--- config.mk ---
export PLATFORM = sky130hd
export DESIGN_NAME = atr_gpio_ctrl
export DESIGN_NICKNAME = d
export VERILOG_FILES = /design/src/rtl/atr_gpio_pkg.sv /design/src/rtl/atr_gpio_bank_regs.sv /design/src/rtl/atr_gpio_pattern_tbl.sv /design/src/rtl/atr_gpio_pinmux.sv /design/src/rtl/atr_gpio_ctrl.sv
export SDC_FILE = /design/constraint.sdc
export NUM_CORES = 1
export LEC_CHECK = 0
export BUFFER_PORTS_ARGS = -buffer_cell sky130_fd_sc_hd__buf_4
export CORE_UTILIZATION = 55
export CTS_CLUSTER_DIAMETER = 50
export DETAILED_ROUTE_END_ITERATION = 10
export PLACE_DENSITY = 0.77
export SETUP_SLACK_MARGIN = 0.5
export SYNTH_ARGS = -nofsm -noshare
export SYNTH_HDL_FRONTEND = slang
export SYNTH_HIERARCHICAL = 1
export SYNTH_SLANG_ARGS = --single-unit
--- constraint.sdc ---
create_clock -name clk -period 4.5 [get_ports clk]
set_clock_uncertainty 0.15 [all_clocks]
set_input_delay 1.125 -clock clk [delete_from_list [all_inputs] [get_ports clk]]
set_output_delay 1.125 -clock clk [all_outputs]
set_load 0.03 [all_outputs]
--- src/rtl/atr_gpio_pkg.sv ---
package atr_gpio_pkg;
   localparam int ADDR_W  = 4;
   localparam int N_STATE = 4;
   localparam int N_BANK  = 2;

   typedef enum logic [1:0] {
      REG_IO  = 2'd0,
      REG_DIR = 2'd1,
      REG_SEL = 2'd2,
      REG_DBG = 2'd3
   } bank_reg_e;
endpackage

--- src/rtl/atr_gpio_bank_regs.sv ---
module atr_gpio_bank_regs
   import atr_gpio_pkg::*;
#(
   parameter int PIN_W = 16
) (
   input  logic             clk,
   input  logic             rst_n,
   input  logic             wr_en,
   input  bank_reg_e        wr_reg,
   input  logic [PIN_W-1:0] wr_data,
   output logic [PIN_W-1:0] io_q,
   output logic [PIN_W-1:0] dir_q,
   output logic [PIN_W-1:0] sel_q,
   output logic [PIN_W-1:0] dbg_q
);
   always_ff @(posedge clk) begin
      if (!rst_n) begin
         io_q  <= '0;
         dir_q <= '0;
         sel_q <= '0;
         dbg_q <= '0;
      end else if (wr_en) begin
         case (wr_reg)
            REG_IO:  io_q  <= wr_data;
            REG_DIR: dir_q <= wr_data;
            REG_SEL: sel_q <= wr_data;
            REG_DBG: dbg_q <= wr_data;
            default: ;
         endcase
      end
   end
endmodule

--- src/rtl/atr_gpio_pattern_tbl.sv ---
module atr_gpio_pattern_tbl
   import atr_gpio_pkg::*;
#(
   parameter int PIN_W = 16,
   localparam int IDX_W = $clog2(N_STATE)
) (
   input  logic             clk,
   input  logic             rst_n,
   input  logic             wr_en,
   input  logic [IDX_W-1:0] wr_idx,
   input  logic [PIN_W-1:0] wr_data,
   input  logic [IDX_W-1:0] live_idx,
   input  logic [IDX_W-1:0] rd_idx,
   output logic [PIN_W-1:0] pat_live,
   output logic [PIN_W-1:0] pat_rd
);
   logic [PIN_W-1:0] pat_q [N_STATE];

   for (genvar s = 0; s < N_STATE; s++) begin : g_state
      always_ff @(posedge clk) begin
         if (!rst_n)
            pat_q[s] <= '0;
         else if (wr_en && (wr_idx == IDX_W'(s)))
            pat_q[s] <= wr_data;
      end
   end

   assign pat_live = pat_q[live_idx];
   assign pat_rd   = pat_q[rd_idx];
endmodule

--- src/rtl/atr_gpio_pinmux.sv ---
module atr_gpio_pinmux #(
   parameter int PIN_W = 16
) (
   input  logic [PIN_W-1:0] io_q,
   input  logic [PIN_W-1:0] dir_q,
   input  logic [PIN_W-1:0] sel_q,
   input  logic [PIN_W-1:0] dbg_q,
   input  logic [PIN_W-1:0] pat,
   input  logic [PIN_W-1:0] dbg0,
   input  logic [PIN_W-1:0] dbg1,
   output logic [PIN_W-1:0] pad_out,
   output logic [PIN_W-1:0] pad_oe
);
   for (genvar i = 0; i < PIN_W; i++) begin : g_pin
      logic src;
      always_comb begin
         unique case ({dbg_q[i], sel_q[i]})
            2'b00:   src = io_q[i];
            2'b01:   src = pat[i];
            2'b10:   src = dbg0[i];
            default: src = dbg1[i];
         endcase
      end
      assign pad_out[i] = src & dir_q[i];
      assign pad_oe[i]  = dir_q[i];
   end
endmodule

--- src/rtl/atr_gpio_ctrl.sv ---
module atr_gpio_ctrl
   import atr_gpio_pkg::*;
#(
   parameter int PIN_W     = 16,
   parameter bit SYNC_PADS = 1'b0
) (
   input  logic              clk,
   input  logic              rst_n,
   input  logic              wr_en,
   input  logic [ADDR_W-1:0] wr_addr,
   input  logic [PIN_W-1:0]  wr_data,
   input  logic [ADDR_W-1:0] rd_addr,
   output logic [PIN_W-1:0]  rd_data,
   input  logic              tx_active,
   input  logic              rx_active,
   input  logic [PIN_W-1:0]  rx_pad_in,
   input  logic [PIN_W-1:0]  tx_pad_in,
   input  logic [PIN_W-1:0]  rx_dbg0,
   input  logic [PIN_W-1:0]  rx_dbg1,
   input  logic [PIN_W-1:0]  tx_dbg0,
   input  logic [PIN_W-1:0]  tx_dbg1,
   output logic [PIN_W-1:0]  rx_pad_out,
   output logic [PIN_W-1:0]  rx_pad_oe,
   output logic [PIN_W-1:0]  tx_pad_out,
   output logic [PIN_W-1:0]  tx_pad_oe
);
   localparam int IDX_W = $clog2(N_STATE);

   if (PIN_W < 1 || PIN_W > 32) begin : g_bad_width
      $error("atr_gpio_ctrl: PIN_W must be in 1..32");
   end
   if (ADDR_W != 4) begin : g_bad_addr
      $error("atr_gpio_ctrl: address map needs ADDR_W of 4");
   end

   logic [IDX_W-1:0] live_idx;
   assign live_idx = {tx_active, rx_active};

   logic [PIN_W-1:0] pad_in_a  [N_BANK];
   logic [PIN_W-1:0] pad_in_s  [N_BANK];
   logic [PIN_W-1:0] dbg0_a    [N_BANK];
   logic [PIN_W-1:0] dbg1_a    [N_BANK];
   logic [PIN_W-1:0] io_q_a    [N_BANK];
   logic [PIN_W-1:0] dir_q_a   [N_BANK];
   logic [PIN_W-1:0] sel_q_a   [N_BANK];
   logic [PIN_W-1:0] dbg_q_a   [N_BANK];
   logic [PIN_W-1:0] pat_live_a[N_BANK];
   logic [PIN_W-1:0] pat_rd_a  [N_BANK];
   logic [PIN_W-1:0] out_a     [N_BANK];
   logic [PIN_W-1:0] oe_a      [N_BANK];

   assign pad_in_a[0] = rx_pad_in;
   assign pad_in_a[1] = tx_pad_in;
   assign dbg0_a[0]   = rx_dbg0;
   assign dbg0_a[1]   = tx_dbg0;
   assign dbg1_a[0]   = rx_dbg1;
   assign dbg1_a[1]   = tx_dbg1;

   for (genvar b = 0; b < N_BANK; b++) begin : g_bank
      logic bank_wr;
      logic pat_wr;
      assign bank_wr = wr_en && !wr_addr[3] && (wr_addr[2] == 1'(b));
      assign pat_wr  = wr_en &&  wr_addr[3] && (wr_addr[0] == 1'(b));

      atr_gpio_bank_regs #(.PIN_W(PIN_W)) u_regs (
         .clk     (clk),
         .rst_n   (rst_n),
         .wr_en   (bank_wr),
         .wr_reg  (bank_reg_e'(wr_addr[1:0])),
         .wr_data (wr_data),
         .io_q    (io_q_a[b]),
         .dir_q   (dir_q_a[b]),
         .sel_q   (sel_q_a[b]),
         .dbg_q   (dbg_q_a[b])
      );

      atr_gpio_pattern_tbl #(.PIN_W(PIN_W)) u_pat (
         .clk      (clk),
         .rst_n    (rst_n),
         .wr_en    (pat_wr),
         .wr_idx   (wr_addr[2:1]),
         .wr_data  (wr_data),
         .live_idx (live_idx),
         .rd_idx   (rd_addr[2:1]),
         .pat_live (pat_live_a[b]),
         .pat_rd   (pat_rd_a[b])
      );

      atr_gpio_pinmux #(.PIN_W(PIN_W)) u_mux (
         .io_q    (io_q_a[b]),
         .dir_q   (dir_q_a[b]),
         .sel_q   (sel_q_a[b]),
         .dbg_q   (dbg_q_a[b]),
         .pat     (pat_live_a[b]),
         .dbg0    (dbg0_a[b]),
         .dbg1    (dbg1_a[b]),
         .pad_out (out_a[b]),
         .pad_oe  (oe_a[b])
      );

      if (SYNC_PADS) begin : g_sync
         logic [PIN_W-1:0] meta_q, sync_q;
         always_ff @(posedge clk) begin
            if (!rst_n) begin
               meta_q <= '0;
               sync_q <= '0;
            end else begin
               meta_q <= pad_in_a[b];
               sync_q <= meta_q;
            end
         end
         assign pad_in_s[b] = sync_q;
      end else begin : g_direct
         assign pad_in_s[b] = pad_in_a[b];
      end
   end

   assign rx_pad_out = out_a[0];
   assign rx_pad_oe  = oe_a[0];
   assign tx_pad_out = out_a[1];
   assign tx_pad_oe  = oe_a[1];

   always_comb begin
      if (rd_addr[3]) begin
         rd_data = pat_rd_a[rd_addr[0]];
      end else begin
         unique case (bank_reg_e'(rd_addr[1:0]))
            REG_IO:  rd_data = pad_in_s[rd_addr[2]];
            REG_DIR: rd_data = dir_q_a[rd_addr[2]];
            REG_SEL: rd_data = sel_q_a[rd_addr[2]];
            default: rd_data = dbg_q_a[rd_addr[2]];
         endcase
      end
   end
endmodule

**Yosys cells after proc, flatten, opt, wreduce, memory -nomap -nowiden**

Memory sizes are Yosys's and may differ from the RTL's.
Cells that the tools add are included.

- Memory bits (writable): 128
- ROM bits: 0
- Memories: 2
- Input bits: 125
- Output and inout bits: 80
- Latch bits: 0
- Word-level logic and storage cells: 268
- Register bits after elaboration: 128

- $mul: 0
- Multiplexer cells: 82
- Bitwise gates (word level): 44
- Add/sub/neg operators: 0
- Reductions and logical operators: 58
- Shifts and indexed selects: 0
- Div/mod/pow operators: 0
- $lt $le $gt $ge: 2
- Equal/unequal tests: 72

Memory list:

| memory | words | width | read ports | clocked after Yosys merged registers in | write ports | RTL line | RTL |
|---|---|---|---|---|---|---|---|
| g_bank[0].u_pat.pat_q | 4 | 16 | 2 | 0 | 4 | atr_gpio_pattern_tbl.sv:17 | `logic [PIN_W-1:0] pat_q [N_STATE];` |
| g_bank[1].u_pat.pat_q | 4 | 16 | 2 | 0 | 4 | atr_gpio_pattern_tbl.sv:17 |  |

Operators by type and width:

| operator | count |
|---|---|
| $mux W16 | 24 |
| $pmux W1 S3 | 32 |
| $eq A2 B2 Y1 const B | 37 |
| $eq A2 B1 Y1 const B | 35 |
| $logic_not A2 Y1 | 35 |
| $pmux W16 S3 | 1 |
| $and A1 B1 Y1 | 32 |
| $mux W1 | 25 |
| $reduce_and A2 Y1 | 8 |
| $logic_and A1 B1 Y1 | 14 |
| $or A1 B1 Y1 | 8 |
| $ge A2 B2 Y1 const B | 2 |
| $not A1 Y2 | 2 |
| $not A1 Y1 | 2 |
| $logic_not A1 Y1 | 1 |

**Depth between registers and ports, before layout**

- Depth after elaboration: 7
- Gate-level depth with buffers: 6
- Depth with buffers taken out: 4

**Modules after synthesis**

Netlist, hierarchy kept.

By module, submodules not included:

| module | instances | cells each | seq. area each (µm²) | area an instance (µm²) |
|---|---|---|---|---|
| atr_gpio_pattern_tbl | 2 | 183 | 1921.8 | 3268.1 |
| atr_gpio_bank_regs | 2 | 228 | 1281.2 | 2368.5 |
| atr_gpio_ctrl | 1 | 155 | 0.0 | 1549.0 |
| atr_gpio_pinmux | 2 | 48 | 0.0 | 580.6 |

**Least setup slack after synthesis**

Ideal clock, no wire load.

- Path kind: input -> output
- Start point: input rx_active
- End point: output rx_pad_out[0]
- Data required time: 3.225 ns
- Buffers on the path: 2
- Arrival: 2.561 ns
- Setup slack: 0.664 ns
- Stages: 5
- Cells stage by stage: buf_6 > buf_12 > mux4_2 > mux4_2 > and2_1

RTL lines:

| item | RTL line | RTL |
|---|---|---|
| start, declared | atr_gpio_ctrl.sv:15 | `input logic rx_active,` |
| end, declared | atr_gpio_ctrl.sv:22 | `output logic [PIN_W-1:0] rx_pad_out,` |

==> flow_metrics.env <==
export IMPL_status="finished, final reports clean"
export IMPL_via_per_inst=6.12
export IMPL_p_total_uw=5580
export IMPL_hp_class="reg -> reg"
export IMPL_grt_max_degree=87
export IMPL_routed_wl_mm=39.1
export IMPL_cts_sinks=256
export IMPL_area_growth_syn_to_layout_pct=19.6
export IMPL_timing_setup_tns_ns=0
export IMPL_syn_mean_instance_area_sq_um=13.0
export IMPL_wl_met1_mm=16.5
export IMPL_finalWeightedCongestion=0.889
export IMPL_route_detailed_wl_per_inst_microns=24.5
export IMPL_postLayoutCoreUtil=0.680
export IMPL_place_area_sq_um=15400
export IMPL_crit_top_cell="mux4_2"
export IMPL_grt_ovfl_total=0
export IMPL_synth_edf_count=128
export IMPL_nNetsFinal=1370
export IMPL_maxSlewHeadroom=0.418
export IMPL_clock_fmax_mhz=247
export IMPL_ant_nets=0
export IMPL_yosysSeqAreaShare=0.458
export IMPL_crit_slowest_cell="mux4_2"
export IMPL_clk_latency_ns=0.53
export IMPL_startpoint_type="primary input"
export IMPL_synth_area_top_cells="edfxtp_1, dfxtp_1, mux2i_1, mux4_2, and2_1"
export IMPL_clock_root_buffer="clkbuf_16"
export IMPL_holdPathStages=2
export IMPL_worstSetupPathType="in -> out"
export IMPL_drive_above_1_share=0.354
export IMPL_dp_hpwl_mm=26.9
export IMPL_postSynthCellCount=1073
export IMPL_cp_num_buf_inv=3
export IMPL_synth_distinct_cells=34
export IMPL_path_cells="buf_16 -> buf_12 -> mux4_2 -> mux4_2 -> and2_4 -> buf_6"
export IMPL_hold_violations=0
export IMPL_arrival_ns=2.77
export IMPL_crit_cells=6
export IMPL_io_buffers=204
export IMPL_slew_violations=0
export IMPL_cts_tree="built"
export IMPL_rows=57
export IMPL_htreeDepth=1
export IMPL_cp_top_family="multiplexers"
export IMPL_syn_cell_area_sq_um=14000
export IMPL_cts_buffer_depth=3
export IMPL_top_layer_used="met4"
export IMPL_fp_dieW_microns=161
export IMPL_end_kind="output pin"
export IMPL_p_per_area_nw_per_um2=333
export IMPL_synth_flop_cell="edfxtp_1"
export IMPL_fin_crit_ns=4.04
export IMPL_drc=0
export IMPL_cap_violations=0
export IMPL_yosys_area_top_type="edfxtp_1"
export IMPL_dieArea_sq_um=26100
export IMPL_worst_ep_required_time_ns=3.22
export IMPL_max_vdd_ir_drop_mv=0.205
export IMPL_antenna_found_initial=1
export IMPL_crit_fanout=7
export IMPL_cts_clk_slew_worst_paths_ns=0.06
export IMPL_final_common_cell="buf_4"
export IMPL_grt_pass1_wl_mm=57.8
export IMPL_fin_crit_sh=0.899
export IMPL_grt_pass1_vias=9395
export IMPL_drt_iter0_markers=1030
export IMPL_r2r_cells=2
export IMPL_wl_met2_mm=17.6
export IMPL_die_h_microns=161
export IMPL_synth_top_area_share=0.275
export IMPL_start_util=0.568
export IMPL_wl_met3_mm=4.13
export IMPL_grtUsageTotal=0.296
export IMPL_synth_fp_nets=1198
export IMPL_yosysWarningCount=6
export IMPL_cts_hold_fix_buffers=0
export IMPL_async_reset_ff_frac=0
export IMPL_numCtsBuffers=29
export IMPL_coreArea_sq_um=24600
export IMPL_rsz0062_at_grt="yes"
export IMPL_tightest_slew_ns=0.872
export IMPL_rrSetupSlack_ns=3.54
export IMPL_p_leak_uw=0.00706
export IMPL_pin_count=205
export IMPL_first_pass_iters=5
export IMPL_vias=9745
export IMPL_max_stage_delay_ns=0.57
export IMPL_final_cell_mix="buf_4, mux2i_1, nand2_1"
export IMPL_design_area_sq_um=16700
export IMPL_finalSetupViolations=0
export IMPL_ys_ff_latch=256
[final cells by class]
class / count / area (sq um)
antenna: 1 / 2.50
timing repair buffer: 245 / 2190
sequential: 256 / 6410
tap: 324 / 405
fill: 1782 / 7880
multi-input combinational: 711 / 6780
clock inverter: 13 / 101
inverter: 2 / 7.51
clock buffer: 40 / 840
[kinds of logic after synthesis]
logic type / after synthesis / synth area share
AND/OR/NAND/NOR: 365 / 0.136
multiplexers: 318 / 0.334
flip-flops: 256 / 0.458
buffers and inverters: 106 / 0.0598
AO/OA/AOI/OAI: 28 / 0.0125
[report_power, final]
group	internal [uW]	switching, uW	leakage, uW
Clock	1360	935	0.000466
Combinational	332	362	0.00433
Sequential	2530	55.2	0.00226
[state kept, by name, summed over array words and instances (netlist names)]
register / flops
g_bank.u_regs/dbg_q: 32
g_bank.u_pat/pat_q: 128
g_bank.u_regs/io_q: 32
g_bank.u_regs/sel_q: 32
g_bank.u_regs/dir_q: 32
[worst paths after layout]
| kind | from | to |
|---|---|---|
| worst max-delay path | rx_active | rx_pad_out[4] |
| worst min-delay path | g_bank[0].u_regs/io_q[0] | g_bank[0].u_regs/io_q[0] |
| worst max register to register | g_bank[0].u_regs/dir_q[13] | g_bank[0].u_regs/dir_q[13] |
| worst min register to register | g_bank[0].u_regs/io_q[0] | g_bank[0].u_regs/io_q[0] |
[layer usage]
metal / vias to the layer above / track usage
met4: 0 / 0.0870
li1: 4265 / -
met5: - / 0
met3: 63 / 0.0483
met1: 4866 / 0.442
met2: 551 / 0.446
[metrics by stage]
stage / hold slack [ns] / setup slack [ns] / std cells
6_report: 0.305 / 0.455 / 1592
3_5_place_dp: 0.296 / 0.295 / 1526
3_3_place_gp: 0.290 / 0.317 / 1526
5_1_grt: 0.318 / 0.426 / 1592
4_1_cts: 0.308 / 0.446 / 1583
2_1_floorplan: 0.282 / 0.664 / 1073
[synth_stat cells, types with 3 or more instances]
cell,count
buf_4,38
buf_2,20
and2_1,154
and4b_1,4
mux4_1,24
buf_6,11
o21ai_2,6
o22ai_1,4
clkbuf_2,6
nand2_1,180
mux4_2,86
buf_8,3
o21ai_0,8
o21ai_1,8
nand2b_1,4
buf_12,9
edfxtp_1,128
clkbuf_1,17
nand3b_1,4
and2_2,6
mux2_2,14
mux2i_1,194
dfxtp_1,128
[tightest hold or removal path, stage by stage, from the launching register on]
cell,delay [ns]
dfxtp_1,0.30
nand2_1,0.05
mux2i_1,0.05
[what timing repair did]
item / in CTS / in global routing
cloned: 2 / 3
buffers inserted: 2 / 5
hold endpoints to repair: 0 / 0
resized for setup: 62 / 19
pin swaps: 8 / 1
endpoints found under the setup margin: 41 / 41
Note: power is estimated with default switching activity, not from simulation.
